`config.mk`:
```
export PLATFORM = sky130hd
export DESIGN_NAME = intc_claim_core
export DESIGN_NICKNAME = d
export VERILOG_FILES = /design/src/rtl/intc_pkg.sv /design/src/rtl/intc_src_state.sv /design/src/rtl/intc_cmpl_decode.sv /design/src/rtl/intc_ctx_select.sv /design/src/rtl/intc_claim_core.sv
export SDC_FILE = /design/constraint.sdc
export NUM_CORES = 1
export LEC_CHECK = 0
export ABC_AREA = 0
export CORE_MARGIN = 3
export CORE_UTILIZATION = 54
export CTS_CLUSTER_DIAMETER = 30
export DETAILED_ROUTE_END_ITERATION = 6
export MAX_ROUTING_LAYER = met4
export PLACE_DENSITY = 0.84
export SYNTH_ARGS = -nofsm -noshare
export SYNTH_HDL_FRONTEND = slang
export SYNTH_SLANG_ARGS = --single-unit
```
`constraint.sdc`:
```
create_clock -name clk -period 4.6 [get_ports clk]
set_clock_uncertainty 0.2 [all_clocks]
set_input_delay 0.46 -clock clk [delete_from_list [all_inputs] [get_ports clk]]
set_output_delay 0.46 -clock clk [all_outputs]
set_load 0.02 [all_outputs]
```
`src/rtl/intc_pkg.sv`:
```
package intc_pkg;
  // ID width that can carry every source number plus at least one
  // out-of-range value, so "ID >= NUM_SRC" is expressible on the port.
  function automatic int id_width(input int n_src);
    return $clog2(n_src + 1);
  endfunction

  // Number of scan groups covering n_src sources.
  function automatic int group_count(input int n_src, input int grp_w);
    return (n_src + grp_w - 1) / grp_w;
  endfunction
endpackage

```
`src/rtl/intc_src_state.sv`:
```
// Pending and claimed state of all sources.
module intc_src_state #(
  parameter int NUM_SRC = 32
) (
  input  logic               clk,
  input  logic               rst,
  input  logic [NUM_SRC-1:0] src_level,
  input  logic [NUM_SRC-1:0] take_mask,
  input  logic [NUM_SRC-1:0] free_mask,
  output logic [NUM_SRC-1:0] pend_q,
  output logic [NUM_SRC-1:0] claim_q
);
  // Source 0 is reserved: its bits never leave zero.
  localparam logic [NUM_SRC-1:0] LIVE = {{(NUM_SRC-1){1'b1}}, 1'b0};

  always_ff @(posedge clk) begin
    if (rst) begin
      pend_q  <= '0;
      claim_q <= '0;
    end else begin
      pend_q  <= src_level & ~take_mask & LIVE;
      // complete wins over claim on the same source
      claim_q <= (claim_q | take_mask) & ~free_mask & LIVE;
    end
  end
endmodule

```
`src/rtl/intc_cmpl_decode.sv`:
```
// Turns the complete strobes of all contexts into one release mask.
module intc_cmpl_decode #(
  parameter int NUM_SRC = 32,
  parameter int NUM_CTX = 4,
  parameter int ID_W    = 6
) (
  input  logic [NUM_CTX-1:0]      complete_req,
  input  logic [NUM_CTX*ID_W-1:0] complete_id,
  output logic [NUM_SRC-1:0]      free_mask
);
  always_comb begin
    free_mask = '0;
    for (int c = 0; c < NUM_CTX; c++) begin
      for (int s = 0; s < NUM_SRC; s++) begin
        // IDs at or above NUM_SRC match no source and fall away here
        if (complete_req[c] && complete_id[c*ID_W +: ID_W] == ID_W'(s))
          free_mask[s] = 1'b1;
      end
    end
  end
endmodule

```
`src/rtl/intc_ctx_select.sv`:
```
// Qualification and lowest-index selection for one context.
module intc_ctx_select #(
  parameter int NUM_SRC = 32,
  parameter int PRIO_W  = 3,
  parameter int ID_W    = 6,
  parameter int GRP_W   = 32
) (
  input  logic [NUM_SRC-1:0]        pend,
  input  logic [NUM_SRC-1:0]        claimed,
  input  logic [NUM_SRC-1:0]        enable,
  input  logic [NUM_SRC*PRIO_W-1:0] src_prio,
  input  logic [PRIO_W-1:0]         thresh,
  output logic [ID_W-1:0]           cand_id,
  output logic                      cand_hit
);
  localparam int NUM_GRP = intc_pkg::group_count(NUM_SRC, GRP_W);
  localparam int PAD     = NUM_GRP * GRP_W;
  localparam int OFS_W   = $clog2(GRP_W);

  logic [PAD-1:0]     qual;
  logic [NUM_GRP-1:0] grp_any;
  logic [OFS_W-1:0]   grp_low [NUM_GRP];

  always_comb begin
    qual = '0;
    for (int s = 0; s < NUM_SRC; s++) begin
      qual[s] = pend[s] & ~claimed[s] & enable[s] &
                (src_prio[s*PRIO_W +: PRIO_W] > thresh);
    end
  end

  // first level: lowest set bit inside each group
  always_comb begin
    for (int g = 0; g < NUM_GRP; g++) begin
      grp_low[g] = '0;
      grp_any[g] = |qual[g*GRP_W +: GRP_W];
      for (int b = GRP_W - 1; b >= 0; b--) begin
        if (qual[g*GRP_W + b]) grp_low[g] = OFS_W'(b);
      end
    end
  end

  // second level: lowest group that holds a candidate
  always_comb begin
    cand_id = '0;
    for (int g = NUM_GRP - 1; g >= 0; g--) begin
      if (grp_any[g]) cand_id = ID_W'(g * GRP_W + int'(grp_low[g]));
    end
    cand_hit = |grp_any;
  end
endmodule

```
`src/rtl/intc_claim_core.sv`:
```
module intc_claim_core #(
  parameter  int NUM_SRC = 32,
  parameter  int NUM_CTX = 4,
  parameter  int PRIO_W  = 3,
  parameter  int GRP_W   = 32,
  localparam int ID_W    = intc_pkg::id_width(NUM_SRC)
) (
  input  logic                        clk,
  input  logic                        rst,
  input  logic [NUM_SRC-1:0]          src_level,
  input  logic [NUM_SRC*PRIO_W-1:0]   src_prio,
  input  logic [NUM_CTX*NUM_SRC-1:0]  ctx_enable,
  input  logic [NUM_CTX*PRIO_W-1:0]   ctx_thresh,
  input  logic [NUM_CTX-1:0]          claim_req,
  input  logic [NUM_CTX-1:0]          complete_req,
  input  logic [NUM_CTX*ID_W-1:0]     complete_id,
  output logic [NUM_CTX-1:0]          irq,
  output logic [NUM_CTX*ID_W-1:0]     claim_id
);
  logic [NUM_SRC-1:0]      pend_vec;
  logic [NUM_SRC-1:0]      claim_vec;
  logic [NUM_SRC-1:0]      take_mask;
  logic [NUM_SRC-1:0]      free_mask;
  logic [NUM_CTX-1:0]      ctx_hit;
  logic [NUM_CTX*ID_W-1:0] ctx_id;
  logic [NUM_CTX-1:0]      irq_q;

  intc_src_state #(.NUM_SRC(NUM_SRC)) u_state (
    .clk       (clk),
    .rst       (rst),
    .src_level (src_level),
    .take_mask (take_mask),
    .free_mask (free_mask),
    .pend_q    (pend_vec),
    .claim_q   (claim_vec)
  );

  intc_cmpl_decode #(.NUM_SRC(NUM_SRC), .NUM_CTX(NUM_CTX), .ID_W(ID_W)) u_cmpl (
    .complete_req (complete_req),
    .complete_id  (complete_id),
    .free_mask    (free_mask)
  );

  for (genvar c = 0; c < NUM_CTX; c++) begin : g_ctx
    intc_ctx_select #(
      .NUM_SRC (NUM_SRC),
      .PRIO_W  (PRIO_W),
      .ID_W    (ID_W),
      .GRP_W   (GRP_W)
    ) u_sel (
      .pend     (pend_vec),
      .claimed  (claim_vec),
      .enable   (ctx_enable[c*NUM_SRC +: NUM_SRC]),
      .src_prio (src_prio),
      .thresh   (ctx_thresh[c*PRIO_W +: PRIO_W]),
      .cand_id  (ctx_id[c*ID_W +: ID_W]),
      .cand_hit (ctx_hit[c])
    );
  end

  // a claim that finds a candidate takes it
  always_comb begin
    take_mask = '0;
    for (int c = 0; c < NUM_CTX; c++) begin
      for (int s = 0; s < NUM_SRC; s++) begin
        if (claim_req[c] && ctx_hit[c] && ctx_id[c*ID_W +: ID_W] == ID_W'(s))
          take_mask[s] = 1'b1;
      end
    end
  end

  always_ff @(posedge clk) begin
    if (rst) irq_q <= '0;
    else     irq_q <= ctx_hit;
  end

  assign irq      = irq_q;
  assign claim_id = ctx_id;
endmodule

```
After elaboration in Yosys (flattened, before gate mapping):

Cells that the tools add are included.

* flip-flop bits (word level): 68
* output and inout port bits: 28
* logic and storage cells: 1366

* magnitude comparators: 128
* equal/unequal tests: 248
* multiplexer cells: 388
* bitwise operators: 325
* reductions and logical operators: 272

Operators by type and width (number)
* equality test 6 x 5 -> 1 bit, second input constant: 128
* 2-to-1 mux 5 bit: 132
* equality test 6 x 4 -> 1 bit, second input constant: 64
* greater-than comparator 3 bit: 128
* AND 1 bit: 288
* logical AND 1 bit: 260
* 2-to-1 mux 1 bit: 256
* equality test 6 x 3 -> 1 bit, second input constant: 32
* OR reduction 32 bit: 4
* equality test 6 x 2 -> 1 bit, second input constant: 16
* AND 32 bit: 2
* NOT 32 bit: 2
* equality test 6 x 1 -> 1 bit, second input constant: 8
* zero test 6 bit: 8
* NOT 1 bit: 32
* OR 32 bit: 1

Longest topological paths before layout:

* depth after elaboration: 45
* mapped depth: 14
* mapped depth without buffers: 14

Cells and area by module:

A second synthesis with hierarchy kept.

* cells, all modules: 2026
* area total of the unflattened synthesis: 16156.7 um^2

Modules (own cells, without submodules)
* intc_ctx_select at g_ctx[0].u_sel ...: times used 3, cells each 384, area each 2871.5 um^2
* intc_ctx_select at g_ctx[3].u_sel: times used 1, cells each 386, area each 2912.8 um^2
* intc_src_state: times used 1, cells each 165, area each 2214.6 um^2
* intc_claim_core: times used 1, cells each 178, area each 1336.3 um^2
* intc_cmpl_decode: times used 1, cells each 145, area each 1078.5 um^2

Least setup slack after synthesis:

No wires, ideal clock.

* path type: in2out
* from: in ctx_thresh[2]
* to: out claim_id[3]
* data arrival time: 3.108 ns
* required time: 3.940 ns
* slack: 0.832 ns
* cell stages on the path: 9
* buffers on the path: 0
* path through: inv_1 > ha_1 > a21oi_2 > o21a_2 > a2bb2oi_2 > nand2_1 > or4_4 > nand2b_4 > a21boi_0

* longest elaborated chain between the ends: 35
* elaborated cells between the ends (all ways): 98
* those cells by class: order compare (32); mux (33); bitwise (32); reduce/logical (1)

Ends and longest elaborated chain
* start, declared: line intc_claim_core.sv:13 `input logic [NUM_CTX*PRIO_W-1:0] ctx_thresh,`
* greater-than comparator 3 bit: line intc_ctx_select.sv:28 `(src_prio[s*PRIO_W +: PRIO_W] > thresh);`
* AND 1 bit: line intc_ctx_select.sv:27 `qual[s] = pend[s] & ~claimed[s] & enable[s] &`
* 2-to-1 mux 5 bit (32 in a row): line intc_ctx_select.sv:38 `if (qual[g*GRP_W + b]) grp_low[g] = OFS_W'(b);`
* 2-to-1 mux 5 bit (*): line intc_ctx_select.sv:47 `if (grp_any[g]) cand_id = ID_W'(g * GRP_W + int'(grp_low[g]));`
* end, declared: line intc_claim_core.sv:18 `output logic [NUM_CTX*ID_W-1:0] claim_id`

Every way passes the cells marked *; elsewhere a longest branch is shown, timed or not.

Worst setup path after layout:

* from: in ctx_thresh[5]
* to: out claim_id[8]

Same word-level chain as after synthesis.

==> impl_metrics.toml <==
[clock_network]
path_clk_slew_ps = 60
cts_buffers = 9
cts_tree = "built"
htree_levels = 3
cts_hold_buf = 0
clk_path_buf_depth = 2
clk_latency_ps = 340
cts.sinks = 66
cts_root_buffer = "clkbuf_16"

[global_routing]
grt_pass1_vias = 18590
grt_pass1_wl_um = 104800
grt_overflow = 0
gr-usage-all-layers_pct = 45.73
antenna_found_initial = 0
grt_max_degree = 40

[placement]
dp_hpwl_um = 58180
portBuffers = 317
gp_congestion = 1.138
place_inst = 2669

[min_path]
hold_path_end = "u_state.claim_q[30]"
min_path_type = "reg2reg"
hold_depth = 2
hold_start = "u_state.claim_q[30]"

[synthesis]
yosysTopAreaCellShare_pct = 30.81
synthFlopType = "dfxtp_1"
ys_seq_elements = 66
ys_types = 112
synth_edf_count = 0
synth.top_cells.by_area = "ha_1, dfxtp_1, nand3_1, nand2_1, a21oi_1"
synth_top_area_cell = "ha_1"
seq_area_frac_synth_pct = 8.746
synthArstFlopShare_pct = 0
synth_area_um2 = 15110
ys_warn_count = 0
synth.avg_cell_area_um2 = 8.006
syn_inst = 1887

[die]
fp.dieW_um = 173.3
die_area_um2 = 30020
num_rows = 60
num_io_pins = 330
die_y_um = 173.3
start_util_pct = 55.44
core_area_um2 = 27250

[routing]
vias = 18770
drc = 1
first_pass_iters = 7
wl_per_cell_um = 26.21
viasPerCell = 6.988
postRouteWirelength_um = 70390
drt_iter0_markers = 2222
ant_nets = 0

[setup_path]
critPathMaxStageDelay_ps = 550
slowest_stage = "clkdlybuf4s50_1"
required_ps = 3940
r2r_end = "u_state.pend_q[31]"
critPathLaunchType = "input pin"
rr_startpoint = "u_state.pend_q[29]"
ff2ff_setup_slack_ps = 800
cp_max_fo = 16
crit_type = "in2out"
worstSetupEndpointType = "output pin"
critPathArrivalTime_ps = 4010
crit_path_cell_trace = "clkdlybuf4s50_1 -> inv_1 -> buf_12 -> ha_1 -> nor2b_1 -> a221oi_2 -> a2bb2oi_2 -> nand3_1 -> a311o_1 -> a21oi_2 -> inv_2 -> clkdlybuf4s50_1"
path_delay_family = "buffers and inverters"
critPathMostFrequentCell = "clkdlybuf4s50_1"
r2r_cells = 10
path_buf_inv = 5

[timing]
grt_setup_unrepaired = "true"
period_share_pct = 101.5
setup_viol = 1
fmax_ghz = 0.2142
fin_ws_ps = -68.13
max-slew-margin-rel_pct = 50.59
tns_ps = -68.13
finalMaxSlewViolations = 0
final.min_clock_period_ps = 4668
tightest_slew_ps = 739.6
finalHoldViolations = 0

[power]
power_leakage_nw = 8.876
vdd_drop_max_mv = 0.1664
clkPwrFrac_pct = 17.7
power_frac_comb_pct = 67.7
swShare_pct = 45.94
internal-power_w = 0.002519
powerDensity_nw_per_um2 = 231.0
seqPwrFrac_pct = 14.5
p_switching_w = 0.002140

[finish]
n_antenna_cell = 0
synthToLayoutAreaGrowth_pct = 33.51
multi_input_area_um2 = 13540
final-seq-area_um2 = 1321
mostFrequentLayoutCell = "ha_1"
drive_above_1_share_pct = 11.37
final_cell_mix = "ha_1, clkdlybuf4s50_1, nand3_1"
n_fill_cell = 2114
finish.net_count = 2983
fin_cells = 2686

[status]
violations = "DRC, setup timing"
status = "finished, violations left"

[job]
cap_violations = 0
==> final cells by class <==
type                    count  area share, %
clock buffers              10          1.135
clock inverters             6         0.5707
inverters                  63          1.216
multi-input cells        1733          67.15
flip-flops and latches     66          6.551
well taps                 372          2.308
repair buffers            436          21.07
==> cells by family (layout without fill, tap and decap cells) <==
| family | count (synthesis) | in the layout | share of synthesized area [%] |
|---|---|---|---|
| AO/OA/AOI/OAI | 537 | 537 | 27.10 |
| adder cells (fa/ha/maj) | 372 | 372 | 30.81 |
| AND/OR/NAND/NOR | 820 | 820 | 30.87 |
| buffers and inverters | 91 | 515 | 2.452 |
| flip-flops | 66 | 66 | 8.746 |
| other | 1 | 4 | 0.02482 |
==> power by group through the flow <==
stage	Clock, W	Combinational (W)	Sequential, W
final	0.000825	0.00316	0.000678
after global routing	0.000856	0.00334	0.000682
after CTS	0.000826	0.00303	0.000677
after detailed placement	0	0.00301	0.000689
after global placement	0	0.00292	0.000684
after floorplan	0	0.00165	0.000687
==> repair_timing <==
| action | 4_1_cts | 5_1_grt |
|---|---|---|
| pin swaps | 0 | 2 |
| buffers inserted | 0 | 1 |
| endpoints found under the hold margin | 0 | 0 |
| setup endpoints to repair | 2 | 17 |
| gates resized for setup | 6 | 27 |
==> synthesized netlist by cell type, types with 9 or more instances <==
master     number
o21ai_1        15
a21oi_1       108
dfxtp_1        66
and2_1         16
nand3b_1       37
nor3b_1        19
nor2b_1        66
clkbuf_1       18
and3_1         71
nand2b_1       28
a211oi_1       16
nor3_1         31
a2111oi_2       9
inv_1          59
a22oi_1        28
ha_1          372
or2_2          12
o2111ai_2       9
o21ai_0        38
a2bb2oi_1      15
nor2_1         49
nand3_1       191
and3b_1        15
o2bb2ai_1      15
nand2_1       189
o22ai_1        65
nand4_1        22
o21a_1         51
o2111ai_1      14
o211ai_1       28
==> layer usage <==
metal / track usage [%] / share of wire (%) / vias to the layer above
met2: 71.93 / 44 / 1352
met1: 52.93 / 37 / 8722
li1: - / - / 8298
met3: 8.257 / 11 / 399
met5: - / 0 / -
met4: 31.39 / 8.6 / 0
==> worst register-to-register path: cells and delay by family (launching register included) <==
family | cells | cell delay (ps)
AOI/OAI and AO/OA | 6 | 1710
and+or+nand+nor | 4 | 1470
DFF | 1 | 300
==> flip-flops by register name, indices dropped and copies added, names as in the netlist <==
signal           cells
u_state.claim_q     31
irq                  4
u_state.pend_q      31
==> through the flow <==
stage / worst slack, ps / instance area, um2 / util (%) / power, W / hold WS, ps
after floorplan: 832.3 / 15120 / - / 0.002342 / 221.2
after global placement: -41.41 / 19680 / 72.23 / 0.003603 / 229.8
after detailed placement: -63.09 / 19680 / 72.23 / 0.003696 / 241.0
after CTS: 4.182 / 20050 / 73.59 / 0.004532 / 249.6
after global routing: -114.9 / 20170 / 74.01 / 0.004874 / 283.6
final: -68.13 / 20170 / 74.01 / 0.004660 / 248.2
==> worst max-delay path by stage <==
stage,startpoint,endpoint,slack [ps],cells after the start
6_report,ctx_thresh[5],claim_id[8],-70,12
5_1_grt,ctx_thresh[5],claim_id[8],-110,12
4_1_cts,ctx_thresh[7],claim_id[13],4,13
3_5_place_dp,ctx_thresh[7],u_state.pend_q[16],-60,17
3_3_place_gp,ctx_thresh[7],u_state.pend_q[16],-40,18
2_1_floorplan,ctx_thresh[2],claim_id[3],830,9
No activity file was read; power rests on OpenSTA's default activity.
